[config.mk]
export PLATFORM = sky130hd
export DESIGN_NAME = clkout_xbar
export DESIGN_NICKNAME = d
export VERILOG_FILES = /design/src/rtl/ckx_pkg.sv /design/src/rtl/ckx_divcore.sv /design/src/rtl/ckx_setpick.sv /design/src/rtl/ckx_refbuf.sv /design/src/rtl/clkout_xbar.sv
export SDC_FILE = /design/constraint.sdc
export NUM_CORES = 1
export LEC_CHECK = 0
export BUFFER_PORTS_ARGS = -buffer_cell sky130_fd_sc_hd__buf_2
export CORE_MARGIN = 10
export CORE_UTILIZATION = 60
export CTS_CLUSTER_SIZE = 20
export DETAILED_ROUTE_END_ITERATION = 10
export MAX_ROUTING_LAYER = met4
export PLACE_DENSITY = 0.81
export SLEW_MARGIN = 20
export SYNTH_ARGS = -nofsm -noshare
export SYNTH_HDL_FRONTEND = slang
export SYNTH_SLANG_ARGS = --single-unit
[constraint.sdc]
create_clock -name clk -period 3 [get_ports clk]
set_input_delay 0.6 -clock clk [delete_from_list [all_inputs] [get_ports clk]]
set_output_delay 0.6 -clock clk [all_outputs]
set_load 0.01 [all_outputs]
[src/rtl/ckx_pkg.sv]
package ckx_pkg;
  localparam int unsigned SRC_REF  = 0;
  localparam int unsigned SRC_PLL1 = 1;
  localparam int unsigned SRC_PLL2 = 2;
  localparam int unsigned SRC_PLL3 = 3;

  // Output E divide code: 0 -> 2, 1 -> 3, 2 and 3 -> 4
  function automatic logic [2:0] e_ratio(input logic [1:0] code);
    case (code)
      2'b00:   e_ratio = 3'd2;
      2'b01:   e_ratio = 3'd3;
      default: e_ratio = 3'd4;
    endcase
  endfunction
endpackage

[src/rtl/ckx_divcore.sv]
module ckx_divcore #(
  parameter int DW = 7,
  parameter int NS = 4,
  localparam int SW = $clog2(NS)
) (
  input  logic          clk,
  input  logic          rst,
  input  logic [NS-1:0] tick_i,
  input  logic [SW-1:0] req_sel_i,
  input  logic [DW-1:0] req_n_i,
  output logic          out_o
);
  localparam logic [DW:0]   ONE_W = 1;
  localparam logic [DW-1:0] ONE_N = 1;

  logic [DW-1:0] cur_n, cnt;
  logic [SW-1:0] cur_sel;
  logic          out_q;
  logic          t, at_end;
  logic [DW:0]   hi_len, nxt_cnt;

  always_comb begin
    t       = tick_i[cur_sel];
    at_end  = (cnt >= cur_n - ONE_N);
    hi_len  = ({1'b0, cur_n} + ONE_W) >> 1;
    nxt_cnt = {1'b0, cnt} + ONE_W;
  end

  always_ff @(posedge clk) begin
    if (rst) begin
      cur_n   <= '0;
      cur_sel <= '0;
      cnt     <= '1;
      out_q   <= 1'b0;
    end else if (cur_n == '0) begin
      // disabled: take the request at once, primed to rise on first pulse
      out_q   <= 1'b0;
      cnt     <= '1;
      cur_n   <= req_n_i;
      cur_sel <= req_sel_i;
    end else if (cur_n == ONE_N) begin
      out_q <= t && (req_n_i != '0);
      if (t) begin
        cnt     <= '0;
        cur_n   <= req_n_i;
        cur_sel <= req_sel_i;
      end
    end else if (t) begin
      if (at_end) begin
        // rising boundary: pending settings are applied here
        cnt     <= '0;
        out_q   <= (req_n_i != '0);
        cur_n   <= req_n_i;
        cur_sel <= req_sel_i;
      end else begin
        cnt   <= nxt_cnt[DW-1:0];
        out_q <= (nxt_cnt < hi_len);
      end
    end
  end

  assign out_o = out_q;
endmodule

[src/rtl/ckx_setpick.sv]
module ckx_setpick #(
  parameter int DW = 7
) (
  input  logic          bank_sel_i,
  input  logic [DW-1:0] a0_i,
  input  logic [DW-1:0] a1_i,
  input  logic [DW-1:0] b0_i,
  input  logic [DW-1:0] b1_i,
  input  logic [1:0]    e_code_i,
  output logic [DW-1:0] n_a_o,
  output logic [DW-1:0] n_b_o,
  output logic [DW-1:0] n_e_o
);
  always_comb begin
    n_a_o = bank_sel_i ? a1_i : a0_i;
    n_b_o = bank_sel_i ? b1_i : b0_i;
    n_e_o = DW'(ckx_pkg::e_ratio(e_code_i));
  end
endmodule

[src/rtl/ckx_refbuf.sv]
module ckx_refbuf (
  input  logic clk,
  input  logic rst,
  input  logic ref_tick_i,
  output logic ref_o
);
  always_ff @(posedge clk) begin
    if (rst) ref_o <= 1'b0;
    else     ref_o <= ref_tick_i;
  end
endmodule

[src/rtl/clkout_xbar.sv]
module clkout_xbar #(
  parameter int DW = 7,
  parameter int NS = 4,
  localparam int SW = $clog2(NS),
  localparam int NL = 4
) (
  input  logic          clk,
  input  logic          rst,
  input  logic [NS-1:0] src_tick_i,
  input  logic [SW-1:0] xsel_a_i,
  input  logic [SW-1:0] xsel_b_i,
  input  logic [SW-1:0] xsel_c_i,
  input  logic [SW-1:0] xsel_d_i,
  input  logic [DW-1:0] div_a0_i,
  input  logic [DW-1:0] div_a1_i,
  input  logic [DW-1:0] div_b0_i,
  input  logic [DW-1:0] div_b1_i,
  input  logic [DW-1:0] div_c_i,
  input  logic [DW-1:0] div_d_i,
  input  logic          bank_sel_i,
  input  logic [1:0]    e_code_i,
  output logic          clk_a_o,
  output logic          clk_b_o,
  output logic          clk_c_o,
  output logic          clk_d_o,
  output logic          clk_e_o,
  output logic          ref_buf_o
);
  logic [DW-1:0] n_a, n_b, n_e;
  logic [DW-1:0] lane_n   [NL];
  logic [SW-1:0] lane_sel [NL];
  logic [NL-1:0] lane_out;

  ckx_setpick #(.DW(DW)) u_pick (
    .bank_sel_i (bank_sel_i),
    .a0_i       (div_a0_i),
    .a1_i       (div_a1_i),
    .b0_i       (div_b0_i),
    .b1_i       (div_b1_i),
    .e_code_i   (e_code_i),
    .n_a_o      (n_a),
    .n_b_o      (n_b),
    .n_e_o      (n_e)
  );

  always_comb begin
    lane_n[0] = n_a;      lane_sel[0] = xsel_a_i;
    lane_n[1] = n_b;      lane_sel[1] = xsel_b_i;
    lane_n[2] = div_c_i;  lane_sel[2] = xsel_c_i;
    lane_n[3] = div_d_i;  lane_sel[3] = xsel_d_i;
  end

  for (genvar i = 0; i < NL; i++) begin : g_lane
    ckx_divcore #(.DW(DW), .NS(NS)) u_div (
      .clk       (clk),
      .rst       (rst),
      .tick_i    (src_tick_i),
      .req_sel_i (lane_sel[i]),
      .req_n_i   (lane_n[i]),
      .out_o     (lane_out[i])
    );
  end

  ckx_divcore #(.DW(DW), .NS(NS)) u_div_e (
    .clk       (clk),
    .rst       (rst),
    .tick_i    (src_tick_i),
    .req_sel_i (SW'(ckx_pkg::SRC_PLL1)),
    .req_n_i   (n_e),
    .out_o     (clk_e_o)
  );

  ckx_refbuf u_ref (
    .clk        (clk),
    .rst        (rst),
    .ref_tick_i (src_tick_i[ckx_pkg::SRC_REF]),
    .ref_o      (ref_buf_o)
  );

  assign clk_a_o = lane_out[0];
  assign clk_b_o = lane_out[1];
  assign clk_c_o = lane_out[2];
  assign clk_d_o = lane_out[3];
endmodule

==> flow_summary.toml, run 1 <==
[status]
status = "complete, no violations"

[global_route]
track_usage_pct = 21.5
grt_pass1_wl_mm = 26.2
grt_remaining_overflow = 0
antenna_found_initial = 0
grt_pass1_vias = 5592
grt_max_degree = 32

[timing]
maxSlewHeadroom_pct = 54.8
worst_pin_slew_ns = 0.676
finClkSkew_ns = 0.0127
whs_ns = 0.478
setup_viol_count_final = 0
finalCriticalPeriod_ns = 2.82
final.period_utilization_pct = 93.9
rsz0062_at_grt = "false"
worst_slack_ns = 0.183
fin_tns_setup_ns = 0
slew_viol_final = 0
max_freq_ghz = 0.355
hold_viol = 0

[synthesis]
syn-num-nets = 882
synth-main-ff-cell = "dfxtp_1"
ys_ff_latch = 81
synth_area_per_cell_um2 = 8.52
synth-edff-count = 0
synth.distinct_cells = 63
yosys_warnings = 0
synthCells = 740
synthArstFlopShare_pct = 0
netlist_area_um2 = 6300
yosysSeqAreaShare_pct = 25.7

[clock_tree]
cts_max_level = 3
max-clock-path-buffers = 2
post-cts-setup-buffers = 0
cts_made_buffers = 9
insertion_delay_ns = 0.36
cts_root_buffer = "clkbuf_8"
clkTransAtPathRegs_ns = 0.09
cts.sinks = 81
cts_tree = "yes"

[place]
gp_congestion = 0.956
portBuffers = 64
dp_hpwl_mm = 12.3
placed_cells = 925
dp_slack_ns = 0.165

[floorplan]
die_x_um = 123
die_h_um = 123
core_area_um2 = 10300
start_util_pct = 61.3
ios = 65
rows = 37
die-area_um2 = 15000

[min_path]
hp-class = "in -> reg"

[critical_path]
critPathMaxFanout = 6
arrival_ns = 3.06
cp-start-kind = "register"
path_class = "reg -> reg"
cp.required_ns = 3.24
end_kind = "register"

[drt]
drtAntennaViolNets = 0
post-route-drc-count = 0
drt_iter0_drc = 399
wire_per_inst_um = 16.8
vias_per_cell = 6.11
wirelength_mm = 15.8
dr.pass1.iters = 5
dr_total_vias = 5754

[job]
drv_cap = 0

[layout]
post-route-util_pct = 68.2
antennaDiodeCount = 0
drive_gt1_share_pct = 15.5
area_growth_pct = 11.1
finalNonFillerCells = 941
finalNetCount = 942

[power]
power.density_nw_per_um2 = 1340
peakVddDrop_mv = 0.651
total_leakage_power_nw = 3.01
[flip-flops by register name, summed over array words and instances (netlist names)]
signal                flops
u_ref.ref_o               1
g_lane.u_div.cnt         28
g_lane.u_div.out_o        4
u_div_e.out_o             1
u_div_e.cur_n             3
u_div_e.cur_sel           1
u_div_e.cnt               7
g_lane.u_div.cur_sel      8
g_lane.u_div.cur_n       28
[path summary, 6_finish.rpt]
path	endpoint	slack (ns)	cells past startpoint	from
worst max-delay path	g_lane[2].u_div.cur_n[5]	0.18	13	g_lane[2].u_div.cur_n[1]
worst min-delay path	g_lane[2].u_div.cur_sel[1]	0.48	3	xsel_c_i[1]
worst max register to register	g_lane[2].u_div.cur_n[5]	0.18	13	g_lane[2].u_div.cur_n[1]
worst min register to register	g_lane[3].u_div.out_o	0.49	2	g_lane[3].u_div.out_o
[metal layers]
metal | global-route usage, % | wire length (µm) | up-vias
li1 | - | - | 2862
met2 | 36.6 | 7960 | 166
met4 | 6.26 | 263 | 0
met1 | 25.7 | 6850 | 2702
met3 | 3.44 | 753 | 24
met5 | - | 0 | -
[synth_stat cells (all sizes together) (3+ instances only)]
cell	n	area, µm²
a21oi	35	205
nand2	59	224
xnor2	37	324
o311ai	17	149
or2	3	18.8
nand3	50	250
nor2	51	191
ha	83	1040
a211oi	18	135
o2111ai	8	70.1
dfxtp	81	1620
nand4	6	37.5
buf	10	65.1
inv	30	113
o21ai	39	203
o21a	3	22.5
mux2	4	45.0
a31oi	10	62.6
a21boi	4	30.0
nor2b	7	43.8
a211o	8	70.1
a21o	6	45.0
and3	11	68.8
clkbuf	17	63.8
mux2i	33	330
nand2b	19	149
nor4	6	37.5
o211ai	7	57.6
xor2	23	201
o221ai	3	26.3
nor3	27	150
[per-stage QoR]
step / total power [mW] / cell area [µm²]
finish: 9.36 / 7010
detailed placement: 8.29 / 6760
floorplan: 6.79 / 6300
CTS: 9.28 / 6980
global route: 10.3 / 7010
global placement: 7.95 / 6760
[power breakdown]
part	internal (mW)	switching, mW	leakage, nW	total [mW]
sequential	1.49	0.625	0.673	2.12
clock	0.498	0.418	0.114	0.916
combinational	2.84	3.48	2.22	6.32
[area by class of cell]
cell class	count	area, µm²
Inverter	30	113
Sequential cell	81	1630
Timing Repair Buffer	76	410
Fill cell	866	3270
Clock inverter	5	86.3
Tap cell	136	170
Multi-Input combinational cell	602	4460
Clock buffer	11	141
[timing repair]
action,CTS,global route
hold endpoints to repair,0,0
setup endpoints to repair,0,27
gates resized for setup,0,8
hold buffers,0,0
[critical path: stages (launching register included)]
cell,delay [ns]
dfxtp_1,0.42
inv_1,0.11
ha_1,0.23
nand2_1,0.11
xor2_1,0.18
ha_1,0.27
a211o_1,0.26
o211ai_1,0.09
o311ai_1,0.14
buf_4,0.17
a21oi_2,0.25
buf_4,0.21
mux2i_1,0.20
nor2_1,0.06
[placed cells by master, fill, tap and decap left out, types with 29 or more instances in the layout]
cell type  count
ha_1          83
dfxtp_1       78
buf_2         64
nand2_1       58
nor2_1        50
nand3_1       50
xnor2_1       37
mux2i_1       33
o21ai_0       32
a21oi_1       29
[kinds of logic after synthesis]
group	Yosys count	share of synthesized area, %
AOI/OAI and AO/OA	170	18.9
buffers and inverters	57	3.83
DFF	81	25.7
and+or+nand+nor	250	20.1
muxes	39	6.67
adders and majority gates	83	16.5
xor gates and xnor gates	60	8.33
Power figures use the tool's default switching activity.
==> inputs of run 2 (changes only) <==
- CORE_ASPECT_RATIO: unset -> 1.2
==> run 2 against run 1 <==
  * Sequential share of layout area is 0.25 points lower
  * First-iteration DRC count is 1.5% lower
  * Final cell count is 1.4% lower
  * Total power is 3.2% higher
  * Flip-flop and latch count stayed put
  * Global-route usage is 0.066 points lower
  * Routed wire length is 1.2% higher
  * Die area is 0.11% higher
  * Clock skew is 0.0021 ns lower
  * Critical path depth is 1 lower
  * Highest routed layer unchanged
==> flow_summary.toml, run 2 (synthesis results as in run 1) <==
[clock_tree]
clkTransAtPathRegs_ns = 0.06
cts_root_buffer = "clkbuf_16"
cts_tree = "yes"
insertion_delay_ns = 0.35
cts.sinks = 81
cts_made_buffers = 9
cts_max_level = 3
max-clock-path-buffers = 2
holdBufCountCts = 0

[layout]
finalNetCount = 939
mostFrequentLayoutCells = "ha_1, dfxtp_1, buf_2"
drive_gt1_share_pct = 15.8
antennaDiodeCount = 0
area_growth_pct = 12.4
biggestRegsByFlops = "g_lane.u_div.cnt (28), g_lane.u_div.cur_n (28), g_lane.u_div.cur_sel (8)"
final_area_um2 = 7090
mostFrequentLayoutCell = "ha_1"

[floorplan]
die_x_um = 114
rows = 40
start_util_pct = 62.1
die_h_um = 132
die-area_um2 = 15000
core_area_um2 = 10200
ios = 65

[min_path]
whs_path_depth = 2
hp-class = "reg -> reg"

[timing]
finalCriticalPeriod_ns = 2.83
max_freq_ghz = 0.353
maxSlewHeadroom_pct = 56.4
hold_viol = 0
fin_tns_setup_ns = 0
worst_pin_slew_ns = 0.651
slew_viol_final = 0
setup_viol_count_final = 0
final.period_utilization_pct = 94.4
finClkSkew_ns = 0.0106

[global_route]
grt_util_met2_pct = 37.5
track_usage_pct = 21.5
use_met1_pct = 22.8
grt_pass1_vias = 5772
busiest_layer = "met2"
grt_pass1_wl_mm = 26.8
antenna_found_initial = 0
grt_remaining_overflow = 0
met3_usage_pct = 4.33
grt_max_degree = 27

[critical_path]
end_kind = "register"
critPathMaxFanout = 13
r2r-end = "g_lane[1].u_div.cur_n[3]"
crit_path_frequent_cell = "ha_1"
slowest_stage = "o311a_4"
path_class = "reg -> reg"
cp_num_cells = 12
cp-start-kind = "register"
path_cells = "inv_1, ha_1, nand2_1, nor3_1, xnor2_1, ha_1, nand4_1, o311a_4, o21ai_4, buf_4, nor2_1, a211oi_1"
rr_worst_depth = 12
critical_path.top_delay_family = "compound AO/OA/AOI/OAI gates"
cp.required_ns = 3.25
slowest_delay_ns = 0.46
rr_startpoint = "g_lane[1].u_div.cur_n[1]"
reg2reg_slack_ns = 0.17
path_buf_inv = 2
arrival_ns = 3.08
crit_path_start = "g_lane[1].u_div.cur_n[1]"
crit_path_end = "g_lane[1].u_div.cur_n[3]"

[drt]
wire_per_inst_um = 17.3
dr.pass1.iters = 5
post-route-drc-count = 0
drt_iter0_drc = 393
vias_per_cell = 6.26
wirelength_mm = 16.0
drtAntennaViolNets = 0
dr_total_vias = 5809

[power]
peakVddDrop_mv = 0.790
total_leakage_power_nw = 3.02
power.density_nw_per_um2 = 1360

[job]
drv_cap = 0

[place]
dpl_cell_area_um2 = 6710
gp_congestion = 0.933
dp_hpwl_mm = 12.3
portBuffers = 64

[status]
status = "complete, no violations"
==> run 2: layout make-up <==
cell class / instances / area [µm²]
flip-flops and latches: 81 / 1630
clock buffers: 12 / 236
multi-input cells: 603 / 4520
clock inverters: 4 / 53.8
well taps: 126 / 158
fillers: 830 / 3070
repair buffers: 72 / 380
inverters: 30 / 113
==> run 2: metrics by stage <==
stage | setup slack, ns | utilization [%] | hold slack (ns) | std cells | total power [mW]
floorplan | 0.343 | - | 0.457 | 740 | 6.79
global placement | 0.169 | 66.1 | 0.465 | 911 | 7.82
detailed placement | 0.0658 | 66.1 | 0.474 | 911 | 8.17
CTS | 0.0131 | 69.0 | 0.483 | 927 | 9.34
global route | -0.0111 | 69.8 | 0.510 | 928 | 10.6
finish | 0.168 | 69.8 | 0.481 | 928 | 9.66
==> run 2: metal layers <==
metal,vias up,part of all wire [%]
met5,-,0
met4,0,2.6
met3,43,4.2
met2,161,53
met1,2751,41
li1,2854,-
==> run 2: worst min path at each step <==
stage,from,endpoint,slack [ns]
floorplan,u_div_e.cur_sel[0],u_div_e.cur_sel[0],0.46
global placement,u_div_e.cur_sel[0],u_div_e.cur_sel[0],0.47
detailed placement,u_div_e.cur_sel[0],u_div_e.cur_sel[0],0.47
CTS,u_div_e.cur_sel[0],u_div_e.cur_sel[0],0.48
global route,xsel_c_i[0],g_lane[2].u_div.cur_sel[0],0.51
finish,u_div_e.cur_sel[0],u_div_e.cur_sel[0],0.48
==> run 2: worst register-to-register path: cells and delay by family, from the launching register on <==
family                     cells  cell delay (ns)
and+or+nand+nor                4             0.53
buffers and inverters          2             0.34
xor gates and xnor gates       1             0.10
AOI/OAI and AO/OA              3             0.88
DFF                            1             0.36
adders and majority gates      2             0.55
==> run 2: repair_timing <==
action,in CTS,in global routing
cloned,0,1
setup buffers,0,0
setup endpoints to repair,1,35
gates resized for setup,1,15
pin swaps,0,1
==> run 2: report_power, final <==
| part | internal [mW] | switching (mW) | leakage, nW |
|---|---|---|---|
| Combinational | 2.86 | 3.55 | 2.21 |
| Sequential | 1.50 | 0.644 | 0.673 |
| Clock | 0.648 | 0.459 | 0.133 |
